--- config.mk ---
export PLATFORM = sky130hd
export DESIGN_NAME = fpm_seq
export DESIGN_NICKNAME = d
export VERILOG_FILES = /design/src/rtl/fpm_seq.sv
export SDC_FILE = /design/constraint.sdc
export NUM_CORES = 1
export LEC_CHECK = 0
export ABC_AREA = 0
export ABC_CLOCK_PERIOD_IN_PS = 2000
export CELL_PAD_IN_SITES_DETAIL_PLACEMENT = 0
export CELL_PAD_IN_SITES_GLOBAL_PLACEMENT = 1
export CORE_MARGIN = 1.5
export CORE_UTILIZATION = 34
export DETAILED_ROUTE_END_ITERATION = 7
export PLACE_DENSITY_LB_ADDON = 0.12
export SKIP_CTS_REPAIR_TIMING = 1
export SYNTH_ARGS = -nofsm -noshare
export SYNTH_HDL_FRONTEND = slang
export SYNTH_SLANG_ARGS = --single-unit
--- constraint.sdc ---
create_clock -name clk -period 2 [get_ports clk]
set_input_delay 0.2 -clock clk [delete_from_list [all_inputs] [get_ports clk]]
set_output_delay 0.2 -clock clk [all_outputs]
set_load 0.01 [all_outputs]
--- src/rtl/fpm_seq.sv ---
module fpm_seq #(
  parameter int ROW_W     = 10,
  parameter int COL_W     = 10,
  parameter int DQ_W      = 4,
  parameter int T_RCD     = 3,
  parameter int T_CAS     = 2,
  parameter int T_CP      = 1,
  parameter int T_RP      = 6,
  parameter int T_RAS_MAX = 10000,
  localparam int A_W      = (ROW_W >= COL_W) ? ROW_W : COL_W
) (
  input  logic                   clk,
  input  logic                   rst_n,
  input  logic                   req_valid,
  output logic                   req_ready,
  input  logic                   req_we,
  input  logic [ROW_W+COL_W-1:0] req_addr,
  input  logic [DQ_W-1:0]        req_wdata,
  output logic                   rsp_valid,
  output logic [DQ_W-1:0]        rsp_rdata,
  input  logic                   ref_req,
  output logic                   ref_gnt,
  output logic                   dram_ras_n,
  output logic                   dram_cas_n,
  output logic                   dram_we_n,
  output logic                   dram_oe_n,
  output logic [A_W-1:0]         dram_a,
  output logic                   dram_dq_oe,
  output logic [DQ_W-1:0]        dram_dq_out,
  input  logic [DQ_W-1:0]        dram_dq_in
);
  localparam int CNT_W = $clog2(T_RCD + T_CAS + T_CP + T_RP + 1);
  localparam int AGE_W = $clog2(T_RAS_MAX + 1);
  localparam int LIM   = T_RAS_MAX - (T_CAS + T_CP + 3);

  typedef enum logic [2:0] {S_IDLE, S_ROW, S_RCD, S_CLO, S_CPR, S_OPEN, S_PRE, S_GNT} st_t;
  st_t st;
  logic [CNT_W-1:0] cnt, hi;
  logic [AGE_W-1:0] age;
  logic [ROW_W-1:0] o_row, p_row;
  logic [COL_W-1:0] p_col;
  logic             p_we, pend;
  logic [DQ_W-1:0]  p_wd;

  wire [ROW_W-1:0] in_row  = req_addr[ROW_W+COL_W-1:COL_W];
  wire [COL_W-1:0] in_col  = req_addr[COL_W-1:0];
  wire             age_hit = age >= AGE_W'(LIM);

  assign req_ready = (st == S_IDLE || (st == S_OPEN && !age_hit)) && !ref_req;
  assign ref_gnt   = (st == S_GNT);
  wire accept = req_valid && req_ready;

  always_ff @(posedge clk) begin
    if (!rst_n) begin
      st <= S_IDLE; cnt <= '0; o_row <= '0; p_row <= '0; p_col <= '0;
      p_we <= 1'b0; p_wd <= '0; pend <= 1'b0;
      dram_ras_n <= 1'b1; dram_cas_n <= 1'b1; dram_we_n <= 1'b1; dram_oe_n <= 1'b1;
      dram_a <= '0; dram_dq_oe <= 1'b0; dram_dq_out <= '0;
      rsp_valid <= 1'b0; rsp_rdata <= '0;
    end else begin
      rsp_valid <= 1'b0;
      if (accept) begin
        p_row <= in_row; p_col <= in_col; p_we <= req_we; p_wd <= req_wdata;
      end
      unique case (st)
        S_IDLE:
          if (ref_req) st <= S_GNT;
          else if (accept) begin
            dram_a <= A_W'(in_row);
            st     <= S_ROW;
          end
        S_ROW: begin
          dram_ras_n <= 1'b0;
          o_row      <= p_row;
          pend       <= 1'b0;
          cnt        <= CNT_W'(T_RCD - 1);
          st         <= S_RCD;
        end
        S_RCD: begin
          dram_a      <= A_W'(p_col);
          dram_we_n   <= !p_we;
          dram_oe_n   <= p_we;
          dram_dq_oe  <= p_we;
          dram_dq_out <= p_wd;
          if (cnt == '0) begin
            dram_cas_n <= 1'b0;
            cnt        <= CNT_W'(T_CAS - 1);
            st         <= S_CLO;
          end else cnt <= cnt - 1'b1;
        end
        S_CLO:
          if (cnt == '0) begin
            dram_cas_n <= 1'b1;
            dram_we_n  <= 1'b1;
            dram_oe_n  <= 1'b1;
            dram_dq_oe <= 1'b0;
            rsp_valid  <= !p_we;
            rsp_rdata  <= dram_dq_in;
            cnt        <= CNT_W'(T_CP - 1);
            st         <= S_CPR;
          end else cnt <= cnt - 1'b1;
        S_CPR:
          if (cnt == '0) st <= S_OPEN;
          else cnt <= cnt - 1'b1;
        S_OPEN:
          if (ref_req || age_hit) begin
            dram_ras_n <= 1'b1;
            cnt        <= CNT_W'(T_RP - 1);
            st         <= S_PRE;
          end else if (accept) begin
            if (in_row == o_row) begin
              dram_a      <= A_W'(in_col);
              dram_we_n   <= !req_we;
              dram_oe_n   <= req_we;
              dram_dq_oe  <= req_we;
              dram_dq_out <= req_wdata;
              cnt         <= '0;
              st          <= S_RCD;
            end else begin
              dram_ras_n <= 1'b1;
              pend       <= 1'b1;
              cnt        <= CNT_W'(T_RP - 1);
              st         <= S_PRE;
            end
          end
        S_PRE:
          if (cnt != '0) cnt <= cnt - 1'b1;
          else if (pend) begin
            dram_a <= A_W'(p_row);
            st     <= S_ROW;
          end else if (ref_req) st <= S_GNT;
          else st <= S_IDLE;
        S_GNT:
          if (!ref_req) st <= S_IDLE;
        default: st <= S_IDLE;
      endcase
    end
  end

  always_ff @(posedge clk) begin
    if (!rst_n) begin
      age <= '0;
      hi  <= CNT_W'(T_RP);
    end else begin
      age <= dram_ras_n ? '0 : age + 1'b1;
      hi  <= !dram_ras_n ? '0 : (hi >= CNT_W'(T_RP) ? hi : hi + 1'b1);
    end
  end

  AST_CAS_IN_ROW: assert property (@(posedge clk) disable iff (!rst_n) !dram_cas_n |-> !dram_ras_n);
  AST_RAS_LIMIT:  assert property (@(posedge clk) disable iff (!rst_n) age < AGE_W'(T_RAS_MAX));
  AST_OE_READ:    assert property (@(posedge clk) disable iff (!rst_n) !dram_oe_n |-> dram_we_n);
  AST_DQ_WRITE:   assert property (@(posedge clk) disable iff (!rst_n) dram_dq_oe |-> !dram_we_n);
  AST_GNT_QUIET:  assert property (@(posedge clk) disable iff (!rst_n) ref_gnt |-> dram_ras_n && dram_cas_n);
  AST_RP_MIN:     assert property (@(posedge clk) disable iff (!rst_n) $fell(dram_ras_n) |-> $past(hi) >= CNT_W'(T_RP - 1));
endmodule

# After elaboration in Yosys (flattened, before gate mapping)
# Cells that the tools add are included.
dict set report totals {
  latch_bits 0
  memories 0
  word_cells 127
  romBits 0
  register_bits 81
  in_bits 33
  out_inout_bits 26
  ramBits 0
}
dict set report op_classes {
  div 0
  bitwise_logic 1
  eq_ne 25
  n_mul 0
  reduce_logical 29
  n_mux 51
  magnitude_cmp 1
  shifts 0
  n_addsub 2
}
# cell count
set ops {}
lappend ops {{$mux 10} 7}
lappend ops {{$pmux 10 s4} 1}
lappend ops {{$mux 3} 13}
lappend ops {{$mux 4} 9}
lappend ops {{$ne 2x2->1 const B} 13}
lappend ops {{$pmux 3 s8} 1}
lappend ops {{$pmux 4 s6} 1}
lappend ops {{$add 14x1->14 const B} 1}
lappend ops {{$ge 14x14->1 const B} 1}
lappend ops {{$eq 3x3->1 const B} 4}
lappend ops {{$mux 1} 12}
lappend ops {{$reduce_and 4->1} 3}
lappend ops {{$eq 10x10->1} 1}
lappend ops {{$pmux 1 s3} 3}
lappend ops {{$reduce_and 3->1} 3}
lappend ops {{$pmux 4 s2} 1}
lappend ops {{$reduce_and 8->1} 1}
lappend ops {{$reduce_bool 4->1} 2}
lappend ops {{$reduce_and 7->1} 1}
lappend ops {{$eq 3x2->1 const B} 2}
lappend ops {{$ne 3x3->1 const B} 2}
lappend ops {{$pmux 1 s2} 3}
lappend ops {{$reduce_bool 2->1} 3}
lappend ops {{$reduce_bool 6->1} 1}
lappend ops {{other kinds (14)} 20}

# Logic depth before layout (Yosys ltp)
# Gate-level depths: netlist of the first run.
dict set report logic_depth {
  ltp_word 9
  mapped_depth 9
}

# Worst setup path after synthesis of the first run
# OpenSTA, ideal clock, no wires.
dict set report synth_path {
  path_type {register -> register}
  startpoint {register cnt[0]}
  endpoint {register st[0]}
  arrival_time_ns 1.888
  synth_period_minus_slack_ns 1.959
  stages_incl_launch_ff 8
  n_path_buf 0
  setup_slack_ns 0.041
  cell_sequence {dfxtp_1 -> inv_1 -> ha_1 -> or3b_4 -> a22oi_4 -> a21boi_2 -> or4_1 -> a21oi_1}
}
dict set report synth_between {
  elab_chain_cells 3
}
# element line_no
set synth_lines {}
lappend synth_lines {{from (decl)} 38} ;# logic [CNT_W-1:0] cnt, hi;
lappend synth_lines {{from (signal assigned)} 76} ;# cnt <= CNT_W'(T_RCD - 1);
lappend synth_lines {{from (signal assigned)} 87} ;# cnt <= CNT_W'(T_CAS - 1);
lappend synth_lines {{from (signal assigned)} 89} ;# end else cnt <= cnt - 1'b1;
lappend synth_lines {{$logic_not 4->1 / $reduce_bool 4->1 (equally long branches)} -}
lappend synth_lines {{$ne 2x2->1 (no line)} -}
lappend synth_lines {{$reduce_and 7->1 (no line) (*)} -}
lappend synth_lines {{to (signal assigned)} 88} ;# st <= S_CLO;
lappend synth_lines {{to (signal assigned)} 103} ;# if (cnt == '0) st <= S_OPEN;
lappend synth_lines {{to (signal assigned)} 109} ;# st <= S_PRE;
lappend synth_lines {{to (decl)} 37} ;# st_t st;
# Every way passes the cells marked *; elsewhere a longest branch is shown, timed or not.
# A chain may end at the register's enable or synchronous reset.

# Final worst setup path of the first run
dict set report layout_path {
  startpoint {register age[0]}
  endpoint {register p_col[6]}
}
dict set report layout_between {
  elab_chain_cells 6
}
# element line_no
set layout_lines {}
lappend layout_lines {{from (decl)} 39} ;# logic [AGE_W-1:0] age;
lappend layout_lines {{from (signal assigned)} 145} ;# age <= dram_ras_n ? '0 : age + 1'b1;
lappend layout_lines {{$ge 14x14->1} 47} ;# wire age_hit = age >= AGE_W'(LIM);
lappend layout_lines {{$logic_not 1->1} 49} ;# assign req_ready = (st == S_IDLE || (st == S_OPEN && !age_hit)) && !ref_req;
lappend layout_lines {{$logic_and 1x1->1} 49}
lappend layout_lines {{$logic_or 1x1->1} 49}
lappend layout_lines {{$logic_and 1x1->1} 49}
lappend layout_lines {{$logic_and 1x1->1} 51} ;# wire accept = req_valid && req_ready;
lappend layout_lines {{to (signal assigned)} 63} ;# p_row <= in_row; p_col <= in_col; p_we <= req_we; p_wd <= req_wdata;
lappend layout_lines {{to (decl)} 41} ;# logic [COL_W-1:0] p_col;
# No other way between the ends.

==> flow_summary.yaml, run 1 <==
run_status:
  status: "completed"
place:
  placed_area_um2: 5270
  hpwl_um: 8720
  place_congestion: 0.916
  io_buffers: 58
  place_ws_ps: -135
setup_path:
  worst-setup-path-type: "reg2reg"
  path_cells: "inv_2, ha_4, o31ai_4, a311o_1, a31oi_2, buf_4, nor3_4, buf_6, clkbuf_16, mux2i_1"
  crit_path_end_kind: "flop"
  crit_required_ps: 2280
  cp-endpoint: "p_col[6]"
  r2r-start: "age[0]"
  startpoint: "age[0]"
  worst-path-max-fanout: 6
  cp-start-kind: "flop"
  rrSetupSlack_ps: 9
  r2r_end: "p_col[6]"
  crit_arrival_ps: 2270
  r2r_cells: 10
  slowest_delay_ps: 330
  cpMaxStageDelayCell: "dfxtp_2"
final_layout:
  diodes: 0
  fin_area_um2: 5810
  nFillCells: 1152
  drive_gt1_frac: 0.200
  layout_commonest_cell: "nand2_1"
  mostFrequentLayoutCells: "nand2_1, dfxtp_1, buf_4, clkdlybuf4s50_1, mux2i_1"
  post-route-util: 0.485
  nets: 640
  synthToLayoutAreaGrowth_pct: 39.9
detailed_routing:
  totalWireLength_um: 12800
  drc: 0
  route.detailed.vias_per_inst: 5.45
  dr.pass1.iters: 6
  vias: 4123
  drt_iter0_drc: 238
  wl_per_cell_um: 16.9
  antenna_left: 0
global_routing:
  grt.total_usage: 0.198
  antenna_found_initial: 0
  overflow: 0
  grt_pass1_vias: 3846
  grt_pass1_wl_um: 19800
  grt_start_max_net_pins: 40
synth:
  netlist_instances: 498
  syn-num-nets: 534
  ys_types: 60
  ys_seq_area_frac: 0.391
  yosys_warnings: 0
  async_flop_share: 0
  synth_ff_type: "dfxtp_1"
  netlist_area_um2: 4150
  syn_avg_cell_area_um2: 8.33
  ys_ff_latch: 81
  synth_edf_count: 0
timing:
  period_share: 0.995
  hold_violations: 0
  min_period_ps: 1990
  slew_headroom: 0.615
  finClkSkew_ps: 9.49
  setup_violations: 0
  rsz0062_at_grt: "true"
  max_slew.worst_pin.slew_ps: 577
  slew_viol_final: 0
  whs_ps: 362
  fmax_ghz: 0.502
  layout_setup_ws_ps: 9.28
floorplan:
  io-pin-count: 59
  initial_core_util: 0.347
  core_um2: 12000
  die_h_um: 113
  fp.dieArea_um2: 12900
  die_x_um: 113
  row_count: 40
power:
  p_sw_frac: 0.364
  ir_drop_uv: 459
  comb_power_share: 0.481
  p_clk_frac: 0.227
  leakage_nw: 2.20
  p_sw_mw: 2.65
  pwr-share-seq: 0.292
  power_density_nw_per_um2: 1250
  p_int_mw: 4.63
cts:
  cts_buffers: 9
  cts_tree: "done"
  clkSlewWorstSetupHoldPaths_ps: 60
  cts-root-buf: "clkbuf_16"
  clk_path_buf_depth: 2
  cts_max_level: 3
  clock_latency_ps: 350
  cts.sinks: 81
min_path:
  hold_path.class: "in2reg"
  whs_path_depth: 3
flow_run:
  cap_violations: 0
## synthesized netlist by cell type, types with 4 or more instances
| master | count | area, um2 |
|---|---|---|
| nor3_1 | 7 | 35.0 |
| xor2_1 | 5 | 43.8 |
| nand2_1 | 97 | 364 |
| xnor2_1 | 15 | 131 |
| a211oi_1 | 11 | 82.6 |
| a31oi_1 | 12 | 75.1 |
| nand2b_1 | 6 | 37.5 |
| a21oi_1 | 22 | 110 |
| dfxtp_1 | 81 | 1620 |
| buf_2 | 10 | 50.1 |
| nand3_1 | 6 | 30.0 |
| mux2i_1 | 35 | 350 |
| clkbuf_1 | 24 | 90.1 |
| and3_1 | 5 | 31.3 |
| or3_1 | 4 | 25.0 |
| nor2_1 | 33 | 124 |
| inv_1 | 10 | 37.5 |
| a2bb2oi_1 | 11 | 96.3 |
| nand4_1 | 5 | 31.3 |
| a221oi_1 | 21 | 184 |
| o21ai_0 | 25 | 125 |
## through the flow
stage | power (mW) | setup TNS (ps) | instances
floorplan | 3.99 | 0 | 498
global placement | 5.35 | -1900 | 734
detailed placement | 5.37 | -3820 | 734
CTS | 7.06 | -3770 | 750
global route | 7.73 | -2030 | 756
finish | 7.28 | 0 | 756
## power by group through the flow
stage	Combinational (mW)	Sequential (mW)	Clock [mW]
after global routing	3.80	2.17	1.76
after global placement	3.22	2.13	0
final	3.50	2.13	1.66
after floorplan	1.87	2.12	0
after detailed placement	3.23	2.14	0
after CTS	3.24	2.11	1.71
## worst max-delay path, delay by kind of cell, from the launching register on
family | cells | cell delay (ps)
compound gates | 3 | 520
simple gates | 1 | 220
flops | 1 | 330
mux | 1 | 170
fa+ha+maj | 1 | 150
buf+inv | 4 | 540
## worst min-delay path by stage
| stage | start | to | slack, ps |
|---|---|---|---|
| final | rst_n | dram_cas_n | 360 |
| after global routing | rst_n | dram_cas_n | 400 |
| after CTS | rst_n | dram_cas_n | 340 |
| after detailed placement | p_wd[0] | p_wd[0] | 450 |
| after global placement | p_wd[0] | p_wd[0] | 440 |
| after floorplan | req_addr[0] | p_col[0] | 340 |
## cell families (layout without fill, tap and decap cells)
group | count (synthesis) | count (layout) | share of synthesized area
simple gates | 179 | 179 | 0.195
buf+inv | 48 | 159 | 0.0501
fa+ha+maj | 3 | 3 | 0.00905
xor+xnor | 20 | 20 | 0.0422
flops | 81 | 81 | 0.391
mux | 38 | 38 | 0.0926
compound gates | 129 | 129 | 0.220
## sequential cells by signal, summed over array words and instances (netlist names)
register,count
pend,1
dram_dq_oe,1
rsp_valid,1
rsp_rdata,4
dram_dq_out,4
dram_a,10
age,14
dram_we_n,1
p_we,1
p_row,10
dram_ras_n,1
st,3
o_row,10
dram_cas_n,1
p_wd,4
dram_oe_n,1
cnt,4
p_col,10
## layer usage
metal,GRT usage,share of wire,wire length (um)
met1,0.276,0.49,6250
met2,0.298,0.44,5590
met3,0.0361,0.049,626
met4,0.0883,0.022,284
met5,0,0,0
## area by class of cell
class	instances	area, um2	share of cell area
inverter	11	41.3	0.00711
clock buffer	13	250	0.0431
timing repair buffer	132	1210	0.209
multi-input combinational	369	2450	0.422
tap	147	184	0.0317
clock inverter	3	40.0	0.00690
sequential	81	1630	0.281
No activity file was read; power rests on OpenSTA's default activity.
==> inputs of run 2 (changes only) <==
--- a/config.mk
+++ b/config.mk
@@ -10,7 +10,7 @@
 export CELL_PAD_IN_SITES_DETAIL_PLACEMENT = 0
 export CELL_PAD_IN_SITES_GLOBAL_PLACEMENT = 1
 export CORE_MARGIN = 1.5
-export CORE_UTILIZATION = 34
+export CORE_UTILIZATION = 37
 export DETAILED_ROUTE_END_ITERATION = 7
 export PLACE_DENSITY_LB_ADDON = 0.12
 export SKIP_CTS_REPAIR_TIMING = 1
==> flow_summary.yaml, run 2 (synthesis gave the netlist of run 1 again) <==
detailed_routing:
  vias: 4057
  totalWireLength_um: 12400
  drt_iter0_drc: 215
  antenna_left: 0
  drc: 0
  wl_per_cell_um: 16.4
  route.detailed.vias_per_inst: 5.38
  dr.pass1.iters: 5
final_layout:
  regMostFlops: "age"
  mostFrequentLayoutCells: "nand2_1, dfxtp_1, buf_4, clkdlybuf4s50_1, mux2i_1"
  fin_cells: 754
  diodes: 0
  synthToLayoutAreaGrowth_pct: 37.9
  layout_commonest_cell: "nand2_1"
  drive_gt1_frac: 0.204
  fin_area_um2: 5720
  largest_reg_flops: 14
  nets: 645
  nFillCells: 1046
timing:
  layout_setup_ws_ps: -19.8
  max_slew.worst_pin.slew_ps: 644
  rsz0062_at_grt: "true"
  min_period_ps: 2020
  period_share: 1.01
  slew_viol_final: 0
  finClkSkew_ps: 10.4
  slew_headroom: 0.571
  hold_violations: 0
  fmax_ghz: 0.495
  timing.setup.tns_ps: -29.1
  setup_violations: 4
setup_path:
  worst-setup-path-type: "reg2reg"
  crit_path_end_kind: "flop"
  worst-path-max-fanout: 3
  cp-start-kind: "flop"
  rrSetupSlack_ps: -20
  crit_arrival_ps: 2300
  crit_required_ps: 2280
floorplan:
  io-pin-count: 59
  initial_core_util: 0.381
  fp.dieArea_um2: 11900
  core_um2: 10900
  die_h_um: 109
  row_count: 38
  die_x_um: 109
cts:
  cts_buffers: 9
  clock_latency_ps: 360
  cts-root-buf: "clkbuf_8"
  cts.sinks: 81
  clkSlewWorstSetupHoldPaths_ps: 80
  cts_tree: "done"
  clk_path_buf_depth: 2
  cts_max_level: 3
global_routing:
  grt.total_usage: 0.208
  overflow: 0
  grt_start_max_net_pins: 65
  grt_pass1_wl_um: 19000
  grt_pass1_vias: 3730
  antenna_found_initial: 0
power:
  leakage_nw: 2.16
  power_mw: 6.85
  ir_drop_uv: 664
  power_density_nw_per_um2: 1200
place:
  placed_area_um2: 5280
  io_buffers: 58
  hpwl_um: 8390
  place_ws_ps: -167
  place_congestion: 0.867
  place_inst: 729
flow_run:
  cap_violations: 0
run_status:
  status: "complete, but fails checks"
  failed_checks: "setup timing"
min_path:
  hold_path.class: "in2reg"
-- run 2: changes by cell type in the layout (fill, tap and decap cells not counted), moves of 2 or more --
cell	before	now
dfxtp_1	77	74
dlymetal6s2s_1	2	0
clkbuf_8	1	12
buf_4	66	70
inv_2	3	1
dfxtp_2	3	6
clkbuf_16	11	2
inv_1	7	9
-- run 2: worst paths after layout --
kind                            cells after the start        from          to
worst min register to register                      2  dram_dq_oe  dram_dq_oe
worst max register to register                      7      age[1]       st[0]
worst max-delay path                                7      age[1]       st[0]
worst min-delay path                                3       rst_n  dram_dq_oe
-- run 2: power breakdown --
| part | internal (mW) | switching (mW) | total [mW] | leakage (nW) |
|---|---|---|---|---|
| combinational | 1.74 | 1.70 | 3.44 | 1.39 |
| clock | 0.679 | 0.589 | 1.27 | 0.107 |
| sequential | 1.90 | 0.241 | 2.14 | 0.662 |
-- run 2: area by class of cell --
cell class	instances	area, um2	share of cell area
Clock buffer	14	173	0.0302
Clock inverter	2	35.0	0.00612
Inverter	11	41.3	0.00722
Multi-Input combinational cell	369	2430	0.424
Sequential cell	81	1630	0.285
Tap cell	140	175	0.0306
Timing Repair Buffer	137	1240	0.216
-- run 2: metal layers --
metal  up-vias  share of wire  wire length, um  global-route usage
met5         -              0                0                   0
met4         0          0.013              159              0.0667
li1       2018              -                -                   -
met2        95           0.45             5570               0.314
met1      1931           0.49             6130               0.291
met3        13          0.043              535              0.0490
-- run 2: stage by stage --
stage                     utilization  hold WS (ps)
after floorplan                     -           342
final                           0.526           133
after global routing            0.526           134
after global placement          0.485           443
after detailed placement        0.485           451
after CTS                       0.504           121
-- run 2: worst max-delay path, stage by stage, from the launching register on --
cell	delay, ps
dfxtp_2	360
ha_4	150
o31ai_4	60
a311o_1	390
buf_4	150
and3_4	180
or4_4	510
a21oi_2	150
==> inputs of run 3 (changes only) <==
--- a/config.mk
+++ b/config.mk
@@ -10,9 +10,10 @@
 export CELL_PAD_IN_SITES_DETAIL_PLACEMENT = 0
 export CELL_PAD_IN_SITES_GLOBAL_PLACEMENT = 1
 export CORE_MARGIN = 1.5
-export CORE_UTILIZATION = 37
+export CORE_UTILIZATION = 30
 export DETAILED_ROUTE_END_ITERATION = 7
 export PLACE_DENSITY_LB_ADDON = 0.12
+export RECOVER_POWER = 100
 export SKIP_CTS_REPAIR_TIMING = 1
 export SYNTH_ARGS = -nofsm -noshare
 export SYNTH_HDL_FRONTEND = slang
==> flow_summary.yaml, run 3 (synthesis gave the netlist of run 1 again) <==
setup_path:
  crit_required_ps: 2270
  r2r_cells: 7
  rrSetupSlack_ps: -40
  cp-start-kind: "flop"
  worst-setup-path-type: "reg2reg"
  crit_arrival_ps: 2310
  r2r-start: "age[1]"
  r2r_end: "st[0]"
  crit_path_end_kind: "flop"
  worst-path-max-fanout: 4
timing:
  max_slew.worst_pin.slew_ps: 665
  min_period_ps: 2040
  layout_setup_ws_ps: -41.7
  timing.setup.tns_ps: -184
  whs_ps: 330
  rsz0062_at_grt: "true"
  setup_violations: 9
  slew_headroom: 0.556
  hold_violations: 0
  slew_viol_final: 0
  period_share: 1.02
  fmax_ghz: 0.490
  finClkSkew_ps: 6.79
floorplan:
  row_count: 42
  initial_core_util: 0.311
  io-pin-count: 59
  die_x_um: 121
  die_h_um: 121
  core_um2: 13300
  fp.dieArea_um2: 14500
final_layout:
  fin_area_um2: 5890
  layout_commonest_cell: "nand2_1"
  regMostFlops: "age"
  mostFrequentLayoutCells: "nand2_1, dfxtp_1, buf_4, clkdlybuf4s50_1, mux2i_1"
  post-route-util: 0.441
  synthToLayoutAreaGrowth_pct: 42.0
  diodes: 0
  fin_cells: 789
  nets: 644
  largest_reg_flops: 14
  drive_gt1_frac: 0.212
  nFillCells: 1357
power:
  comb_power_share: 0.478
  power_density_nw_per_um2: 1270
  ir_drop_uv: 511
  p_sw_frac: 0.364
  p_int_mw: 4.75
  p_sw_mw: 2.72
  power_mw: 7.48
  leakage_nw: 2.20
  p_clk_frac: 0.235
  pwr-share-seq: 0.287
run_status:
  status: "complete, but fails checks"
  failed_checks: "setup timing"
place:
  place_congestion: 0.856
  hpwl_um: 9700
  place_inst: 768
  io_buffers: 58
  place_ws_ps: -177
  placed_area_um2: 5370
cts:
  clk_path_buf_depth: 2
  cts_buffers: 9
  cts_tree: "done"
  cts_max_level: 3
  cts.sinks: 81
  clock_latency_ps: 350
  cts-root-buf: "clkbuf_16"
  clkSlewWorstSetupHoldPaths_ps: 60
global_routing:
  overflow: 0
  antenna_found_initial: 0
  grt_start_max_net_pins: 39
  grt_pass1_wl_um: 21200
  grt_pass1_vias: 3948
  grt.total_usage: 0.188
min_path:
  hold_end: "dram_cas_n"
  whs_path_depth: 3
  hp-start: "rst_n"
  hold_path.class: "in2reg"
detailed_routing:
  antenna_left: 0
  route.detailed.vias_per_inst: 5.21
  totalWireLength_um: 13800
  vias: 4113
  wl_per_cell_um: 17.4
  dr.pass1.iters: 4
  drc: 0
  drt_iter0_drc: 411
flow_run:
  cap_violations: 0
run 3: cell count changes in the layout (fill, tap and decap cells not counted), moves of 2 or more:
cell / previous run / this run
clkinvlp_4: 0 / 2
clkbuf_8: 12 / 3
clkbuf_1: 2 / 0
buf_12: 1 / 3
clkbuf_16: 2 / 11
buf_6: 5 / 2
run 3: worst max-delay path: stages, from the launching register on:
cell,delay (ps)
dfxtp_2,350
buf_4,140
o31ai_4,70
a311o_1,390
buf_4,160
and3_4,170
or4_4,530
a21oi_2,160
run 3: power groups by stage:
stage / Sequential [mW] / Combinational [mW] / Clock [mW]
5_1_grt: 2.19 / 3.85 / 1.86
4_1_cts: 2.14 / 3.31 / 1.80
2_1_floorplan: 2.12 / 1.87 / 0
3_3_place_gp: 2.16 / 3.30 / 0
6_report: 2.14 / 3.58 / 1.75
3_5_place_dp: 2.17 / 3.30 / 0
run 3: cell type report:
cell class                 count  area [um2]  area share
multi-input combinational    369        2440       0.414
sequential                    81        1630       0.277
timing repair buffer         136        1240       0.211
clock buffer                  12         267      0.0452
tap                          176         220      0.0374
clock inverter                 4        50.0     0.00850
inverter                      11        41.3     0.00701
run 3: per-layer routing:
| layer | GRT usage | part of all wire | vias to the layer above | wire length, um |
|---|---|---|---|---|
| met1 | 0.272 | 0.50 | 1979 | 6950 |
| met2 | 0.278 | 0.44 | 102 | 6000 |
| met5 | 0 | 0 | - | 0 |
| met4 | 0.0640 | 0.014 | 0 | 194 |
| li1 | - | - | 2017 | - |
| met3 | 0.0340 | 0.045 | 15 | 622 |
run 3: worst max path at each step:
stage,cells past startpoint,endpoint,slack [ps],start
final,7,st[0],-40,age[1]
after global routing,9,p_col[7],-120,age[4]
after CTS,7,req_ready,-530,age[0]
after detailed placement,9,p_col[7],-180,age[0]
after global placement,7,req_ready,-110,age[0]
after floorplan,7,st[0],40,cnt[0]
